$ cat src/rtl/alu_status_pkg.sv
package alu_status_pkg;

  typedef enum logic [2:0] {
    OP_MOV = 3'd0,
    OP_SUB = 3'd1,
    OP_ADD = 3'd2,
    OP_AND = 3'd3,
    OP_IOR = 3'd4,
    OP_XOR = 3'd5,
    OP_CMP = 3'd6,
    OP_TST = 3'd7
  } aluOp_e;

  // status vector bit positions
  localparam int FLAG_W  = 7;
  localparam int FLAG_EQ = 0;
  localparam int FLAG_GT = 1;
  localparam int FLAG_OV = 2;
  localparam int FLAG_CY = 3;
  localparam int FLAG_OD = 4;
  localparam int FLAG_ZE = 5;
  localparam int FLAG_NG = 6;

  typedef enum logic [2:0] {
    RES_PASS  = 3'd0,
    RES_ADDER = 3'd1,
    RES_AND   = 3'd2,
    RES_OR    = 3'd3,
    RES_XOR   = 3'd4
  } resSel_e;

  // strobes steering the datapath
  typedef struct packed {
    logic    subMode;
    resSel_e resSel;
  } dpStrobe_t;

  // strobes steering the status register
  typedef struct packed {
    logic updNzo;
    logic updCarry;
    logic updCompare;
  } stStrobe_t;

endpackage

$ cat src/rtl/alu_status_ctrl.sv
module alu_status_ctrl
  import alu_status_pkg::*;
(
  input  logic      opValid,
  input  logic [2:0] opSel,
  output dpStrobe_t dpStrobe,
  output stStrobe_t stStrobe,
  output logic      resWrite
);

  logic nzoSel;
  logic carrySel;
  logic cmpSel;
  logic wrSel;

  always_comb begin
    dpStrobe = '{subMode: 1'b0, resSel: RES_PASS};
    nzoSel   = 1'b1;
    carrySel = 1'b0;
    cmpSel   = 1'b0;
    wrSel    = 1'b1;
    case (aluOp_e'(opSel))
      OP_MOV: dpStrobe.resSel = RES_PASS;
      OP_SUB: begin
        dpStrobe = '{subMode: 1'b1, resSel: RES_ADDER};
        carrySel = 1'b1;
      end
      OP_ADD: begin
        dpStrobe.resSel = RES_ADDER;
        carrySel        = 1'b1;
      end
      OP_AND: dpStrobe.resSel = RES_AND;
      OP_IOR: dpStrobe.resSel = RES_OR;
      OP_XOR: dpStrobe.resSel = RES_XOR;
      OP_CMP: begin
        nzoSel = 1'b0;
        cmpSel = 1'b1;
        wrSel  = 1'b0;
      end
      OP_TST: begin
        dpStrobe.resSel = RES_AND;
        wrSel           = 1'b0;
      end
      default: wrSel = 1'b0;
    endcase
  end

  assign stStrobe = '{updNzo:     opValid & nzoSel,
                      updCarry:   opValid & carrySel,
                      updCompare: opValid & cmpSel};
  assign resWrite = opValid & wrSel;

endmodule

$ cat src/rtl/alu_status_datapath.sv
module alu_status_datapath
  import alu_status_pkg::*;
#(
  parameter int DATA_W = 16
) (
  input  dpStrobe_t          dpStrobe,
  input  logic [DATA_W-1:0]  tgtIn,
  input  logic [DATA_W-1:0]  srcIn,
  input  logic               byteMode,
  input  logic               memToReg,
  output logic [DATA_W-1:0]  resultOut,
  output logic [FLAG_W-1:0]  flagCand
);

  localparam int BYTE_W = DATA_W / 2;
  localparam int MSB    = DATA_W - 1;

  logic [DATA_W-1:0] opT;
  logic [DATA_W-1:0] opS;
  logic [DATA_W-1:0] addSrc;
  logic [DATA_W:0]   sumFull;
  logic              carryIntoMsb;

  // byte operands are zero-extended ahead of the adder
  logic [1:0] shrink;
  assign shrink[0] = byteMode & ~memToReg;  // target is the memory byte
  assign shrink[1] = byteMode;              // source low byte only

  logic [DATA_W-1:0] rawOp [2];
  logic [DATA_W-1:0] shapedOp [2];
  assign rawOp[0] = tgtIn;
  assign rawOp[1] = srcIn;

  for (genvar gi = 0; gi < 2; gi++) begin : g_shape
    assign shapedOp[gi] = shrink[gi]
        ? {{(DATA_W-BYTE_W){1'b0}}, rawOp[gi][BYTE_W-1:0]}
        : rawOp[gi];
  end

  assign opT = shapedOp[0];
  assign opS = shapedOp[1];

  assign addSrc  = dpStrobe.subMode ? ~opS : opS;
  assign sumFull = {1'b0, opT} + {1'b0, addSrc} + {{DATA_W{1'b0}}, dpStrobe.subMode};
  assign carryIntoMsb = opT[MSB] ^ addSrc[MSB] ^ sumFull[MSB];

  always_comb begin
    case (dpStrobe.resSel)
      RES_ADDER: resultOut = sumFull[MSB:0];
      RES_AND:   resultOut = opT & opS;
      RES_OR:    resultOut = opT | opS;
      RES_XOR:   resultOut = opT ^ opS;
      default:   resultOut = opS;
    endcase
  end

  always_comb begin
    flagCand          = '0;
    flagCand[FLAG_EQ] = (opS == opT);
    flagCand[FLAG_GT] = (opS > opT);
    flagCand[FLAG_OV] = carryIntoMsb ^ sumFull[DATA_W];
    flagCand[FLAG_CY] = sumFull[DATA_W];
    flagCand[FLAG_OD] = resultOut[0];
    flagCand[FLAG_ZE] = (resultOut == '0);
    flagCand[FLAG_NG] = resultOut[MSB];
  end

endmodule

$ cat src/rtl/alu_status_flags.sv
module alu_status_flags
  import alu_status_pkg::*;
(
  input  logic              clk,
  input  logic              rstN,
  input  stStrobe_t         stStrobe,
  input  logic [FLAG_W-1:0] flagCand,
  output logic [FLAG_W-1:0] statusQ
);

  always_ff @(posedge clk) begin
    if (!rstN) begin
      statusQ <= '0;
    end else begin
      if (stStrobe.updNzo) begin
        statusQ[FLAG_NG] <= flagCand[FLAG_NG];
        statusQ[FLAG_ZE] <= flagCand[FLAG_ZE];
        statusQ[FLAG_OD] <= flagCand[FLAG_OD];
      end
      if (stStrobe.updCarry) begin
        statusQ[FLAG_CY] <= flagCand[FLAG_CY];
        statusQ[FLAG_OV] <= statusQ[FLAG_OV] | flagCand[FLAG_OV];
      end
      if (stStrobe.updCompare) begin
        statusQ[FLAG_EQ] <= flagCand[FLAG_EQ];
        statusQ[FLAG_GT] <= flagCand[FLAG_GT];
      end
    end
  end

endmodule

$ cat src/rtl/alu_status_unit.sv
module alu_status_unit
  import alu_status_pkg::*;
#(
  parameter int DATA_W = 16
) (
  input  logic              clk,
  input  logic              rstN,
  input  logic              opValid,
  input  logic [2:0]        opSel,
  input  logic [DATA_W-1:0] tgtVal,
  input  logic [DATA_W-1:0] srcVal,
  input  logic              byteMode,
  input  logic              memToReg,
  output logic [DATA_W-1:0] resultVal,
  output logic              writeEn,
  output logic [FLAG_W-1:0] statusQ
);

  dpStrobe_t         dpStrobe;
  stStrobe_t         stStrobe;
  logic [FLAG_W-1:0] flagCand;

  alu_status_ctrl ctrl_i (
    .opValid  (opValid),
    .opSel    (opSel),
    .dpStrobe (dpStrobe),
    .stStrobe (stStrobe),
    .resWrite (writeEn)
  );

  alu_status_datapath #(.DATA_W(DATA_W)) dp_i (
    .dpStrobe  (dpStrobe),
    .tgtIn     (tgtVal),
    .srcIn     (srcVal),
    .byteMode  (byteMode),
    .memToReg  (memToReg),
    .resultOut (resultVal),
    .flagCand  (flagCand)
  );

  alu_status_flags flags_i (
    .clk      (clk),
    .rstN     (rstN),
    .stStrobe (stStrobe),
    .flagCand (flagCand),
    .statusQ  (statusQ)
  );

endmodule

$ cat config.mk
export PLATFORM = sky130hd
export DESIGN_NAME = alu_status_unit
export DESIGN_NICKNAME = d
export VERILOG_FILES = /design/src/rtl/alu_status_pkg.sv /design/src/rtl/alu_status_ctrl.sv /design/src/rtl/alu_status_datapath.sv /design/src/rtl/alu_status_flags.sv /design/src/rtl/alu_status_unit.sv
export SDC_FILE = /design/constraint.sdc
export NUM_CORES = 1
export LEC_CHECK = 0
export ABC_AREA = 1
export BUFFER_PORTS_ARGS = -buffer_cell sky130_fd_sc_hd__clkbuf_2
export CAP_MARGIN = 10
export CORE_UTILIZATION = 58
export CTS_CLUSTER_DIAMETER = 40
export DETAILED_ROUTE_END_ITERATION = 6
export PLACE_DENSITY = 0.93
export SLEW_MARGIN = 20
export SYNTH_ARGS = -nofsm -noshare
export SYNTH_HDL_FRONTEND = slang
export SYNTH_SLANG_ARGS = --single-unit
$ cat constraint.sdc
create_clock -name clk -period 3.1 [get_ports clk]
set_input_delay 0.155 -clock clk [delete_from_list [all_inputs] [get_ports clk]]
set_output_delay 0.155 -clock clk [all_outputs]
set_load 0.03 [all_outputs]
==> flow_metrics.tcl <==
set metrics [dict create \
    whs_ns 0.2003 \
    r2r-start "flags_i.statusQ[3]$_SDFFE_PN0P_" \
    switchingPower_uw 495.7 \
    syn-cell-area_sq_um 3173 \
    status "completed" \
    cts_tree "yes" \
    dp_hpwl_um 7367 \
    final_layout_size_suffix_gt1_share_pct 16.72 \
    skew_ns 0 \
    chipHeight_um 75.97 \
    die_width_um 75.97 \
    min_from "rstN" \
    cts_max_level 1 \
    die-area_sq_um 5771 \
    min_to "flags_i.statusQ[4]$_SDFFE_PN0P_" \
    routed_wl_um 9010 \
    hold_path_class "in2reg" \
    seq_area_sq_um 140.1 \
    max_freq_mhz 347.4 \
    yosys.area_share.simple_pct 34.50 \
    cts.hold.buffers_added 0 \
    p_per_area_nw_per_um2 250.8 \
    antenna_found_initial 0 \
    viasPerCell 5.480 \
    ios 64 \
    largest_reg_flops 7 \
    cts.sinks 7 \
    top_regs "flags_i.statusQ (7)" \
    whs_path_depth 3 \
    grt_pass1_wl_um 15020 \
    num-nets-final 693 \
    startpoint_type "input port" \
    p_int_uw 407.2 \
    routedWlPerCell_um 13.86 \
    tightestPinTransition_ns 0.5623 \
    multi_input_area_sq_um 2574 \
    pwr-share-clk_pct 14.6 \
    clockRootBuffer "clkbuf_8" \
    maxCapViolCount 0 \
    netSwitchingFraction_pct 54.90 \
    synth_compound_area_share_pct 13.29 \
    worstReg2RegEnd "flags_i.statusQ[3]$_SDFFE_PN0P_" \
    worst_slack_ns 0.2218 \
    grt_pass1_vias 3537 \
    start_util_pct 61.34 \
    synth-xor-area-share_pct 4.692 \
    crit_required_ns 2.94 \
    worst-path-max-fanout 9 \
    period_share_pct 92.85 \
    clk_path_buf_depth 2 \
    clkTransAtPathRegs_ns 0.04 \
    ys_seq_area_share_pct 4.416 \
    top_register "flags_i.statusQ" \
    post-route-min-period_ns 2.878 \
    synth_edf_count 0 \
    ir_drop_v 0.0001427 \
    n_antenna_cell 0 \
    core_area_sq_um 5172 \
    nFillCells 474 \
    synth-async-reset-ratio_pct 0 \
    numCtsBuffers 3 \
    drtAntennaViolNets 0 \
    slew_headroom_pct 62.47 \
    finalSetupTns_ns 0 \
    overflow 0 \
    num_rows 26 \
    synthMuxAreaShare_pct 0 \
    seq_power_share_pct 10.7 \
    grt_max_degree 19 \
    total_power_uw 902.9 \
    hold_violations 0 \
    pre_cts_slack_ns 0.1660 \
    critical_path_arrival_ns 2.72 \
    syn_avg_cell_area_sq_um 6.149 \
    r2r_slack_ns 2.36 \
    leakage_nw 2.182 \
    rr_worst_depth 3 \
    synth_top_family_by_area "simple AND/OR/NAND/NOR gates" \
    clkLatencyLatePin_ns 0.23 \
    drt_first_pass_iters 5 \
    placed_cell_area_sq_um 3505 \
    drc 0 \
    synth_warnings 0 \
    synth_nets 628 \
    synthesis.instances 516 \
    final_max_slew_viol_count 0 \
    synth_fa_ha_area_share_pct 28.63 \
    ys_ff_latch 7 \
    grt_use_total_pct 31.12 \
    drt_iter0_drc 261 \
    io_buffers 63 \
    synth_ff_type "dfxtp_1" \
    routabilityCongestion 1.007 \
    num_vias 3562 \
    critPathCaptureType "output pin" \
    setup_viol 0 \
    rsz0062_at_grt "false" \
    setup.worst_path.start "opSel[2]" \
    crit_type "in2out" \
    design_area_sq_um 3600 \
    combPwrFrac_pct 74.7 \
    synth_cell_type_count 42 \
    area_growth_pct 13.45 \
]
cell usage after synthesis, drive strengths merged (2+ instances only):
library cell / n / share of area (%)
o22a: 2 / 0.55
dfxtp: 7 / 4.4
a21boi: 2 / 0.47
nor4: 2 / 0.39
buf: 8 / 2.4
a21o: 2 / 0.47
a221oi: 3 / 0.83
o21ai: 16 / 2.5
nand3b: 7 / 1.7
ha: 71 / 28
nand4: 9 / 1.8
inv: 97 / 12
a21oi: 36 / 5.8
nand2: 137 / 17
nor2: 44 / 5.4
o211ai: 3 / 0.71
clkinv: 2 / 0.28
a211oi: 2 / 0.47
o221ai: 2 / 0.55
nand3: 39 / 7.6
xor2: 17 / 4.7
through the flow:
| step | util, % | std cells |
|---|---|---|
| 6_report | 69.59 | 650 |
| 3_5_place_dp | 67.76 | 641 |
| 3_3_place_gp | 67.76 | 641 |
| 4_1_cts | 68.63 | 645 |
| 5_1_grt | 69.59 | 650 |
| 2_1_floorplan | - | 516 |
timing repair:
action                                  CTS  global route
buffers inserted                          0             5
endpoints found under the setup margin    0             1
gates resized for setup                   0             0
endpoints found under the hold margin     0             0
critical path: stages:
cell	delay (ns)
clkbuf_2	0.19
inv_6	0.12
nand3_4	0.16
buf_12	0.20
xor2_1	0.14
ha_1	0.35
a21oi_1	0.22
o21ai_0	0.18
a21oi_1	0.30
nand2_2	0.11
nand2_1	0.08
nand3_2	0.07
nand2_2	0.08
nand2_1	0.08
inv_1	0.07
clkbuf_2	0.19
placed cells by master (no fill, tap or decap), types with 2 or more instances in the layout:
cell type  synthesis  final
clkbuf_2           0     63
o211ai_1           3      3
nor4_1             2      2
inv_1             94     94
o22a_1             2      2
nand3_2            4      4
a21o_1             2      2
nand2_2            9      9
nand3_4            2      2
a21boi_0           2      2
nand3_1           33     33
xor2_1            17     17
a211oi_1           2      2
nand3b_1           7      7
nand2_1          126    126
o221ai_1           2      2
ha_1              71     71
nand2_4            2      2
clkbuf_8           0      3
nor2_2             2      2
o21ai_0           15     15
dfxtp_1            7      7
buf_4              2      5
a21oi_1           35     35
nor2_1            42     42
a221oi_1           3      3
nand4_1            9      9
cell type report:
type	count	share of cell area (%)
Sequential cell	7	3.893
Multi-Input combinational cell	401	71.50
Timing Repair Buffer	69	10.36
Clock buffer	4	1.251
Tap cell	70	2.433
Inverter	99	10.57
cell families after synthesis:
family | after synthesis
AO/OA/AOI/OAI | 72
flip-flops | 7
XOR/XNOR | 17
AND/OR/NAND/NOR | 240
adder cells (fa/ha/maj) | 72
buffers and inverters | 108
power groups by stage:
| stage | Combinational (mW) | Clock (mW) | Sequential [mW] |
|---|---|---|---|
| floorplan | 0.481 | 0 | 0.107 |
| global placement | 0.633 | 0 | 0.0982 |
| detailed placement | 0.653 | 0 | 0.0985 |
| CTS | 0.657 | 0.131 | 0.0969 |
| global route | 0.745 | 0.136 | 0.0970 |
| finish | 0.674 | 0.132 | 0.0969 |
per-layer routing:
metal  vias up  part of all wire (%)  global-route usage (%)
li1       1772                     -                       -
met4         0                   3.2                   13.27
met2       159                    49                   57.91
met3        28                   5.8                   3.373
met1      1603                    42                   35.68
met5         -                     0                       0
worst max-delay path by stage:
stage / cells after the start / to / slack (ns)
finish: 16 / resultVal[15] / 0.22
global route: 16 / resultVal[15] / 0.09
CTS: 19 / resultVal[14] / 0.19
detailed placement: 19 / flags_i.statusQ[5]$_SDFFE_PN0P_ / 0.17
global placement: 19 / flags_i.statusQ[5]$_SDFFE_PN0P_ / 0.25
floorplan: 18 / flags_i.statusQ[5]$_SDFFE_PN0P_ / 0.09
Power figures use the tool's default switching activity.
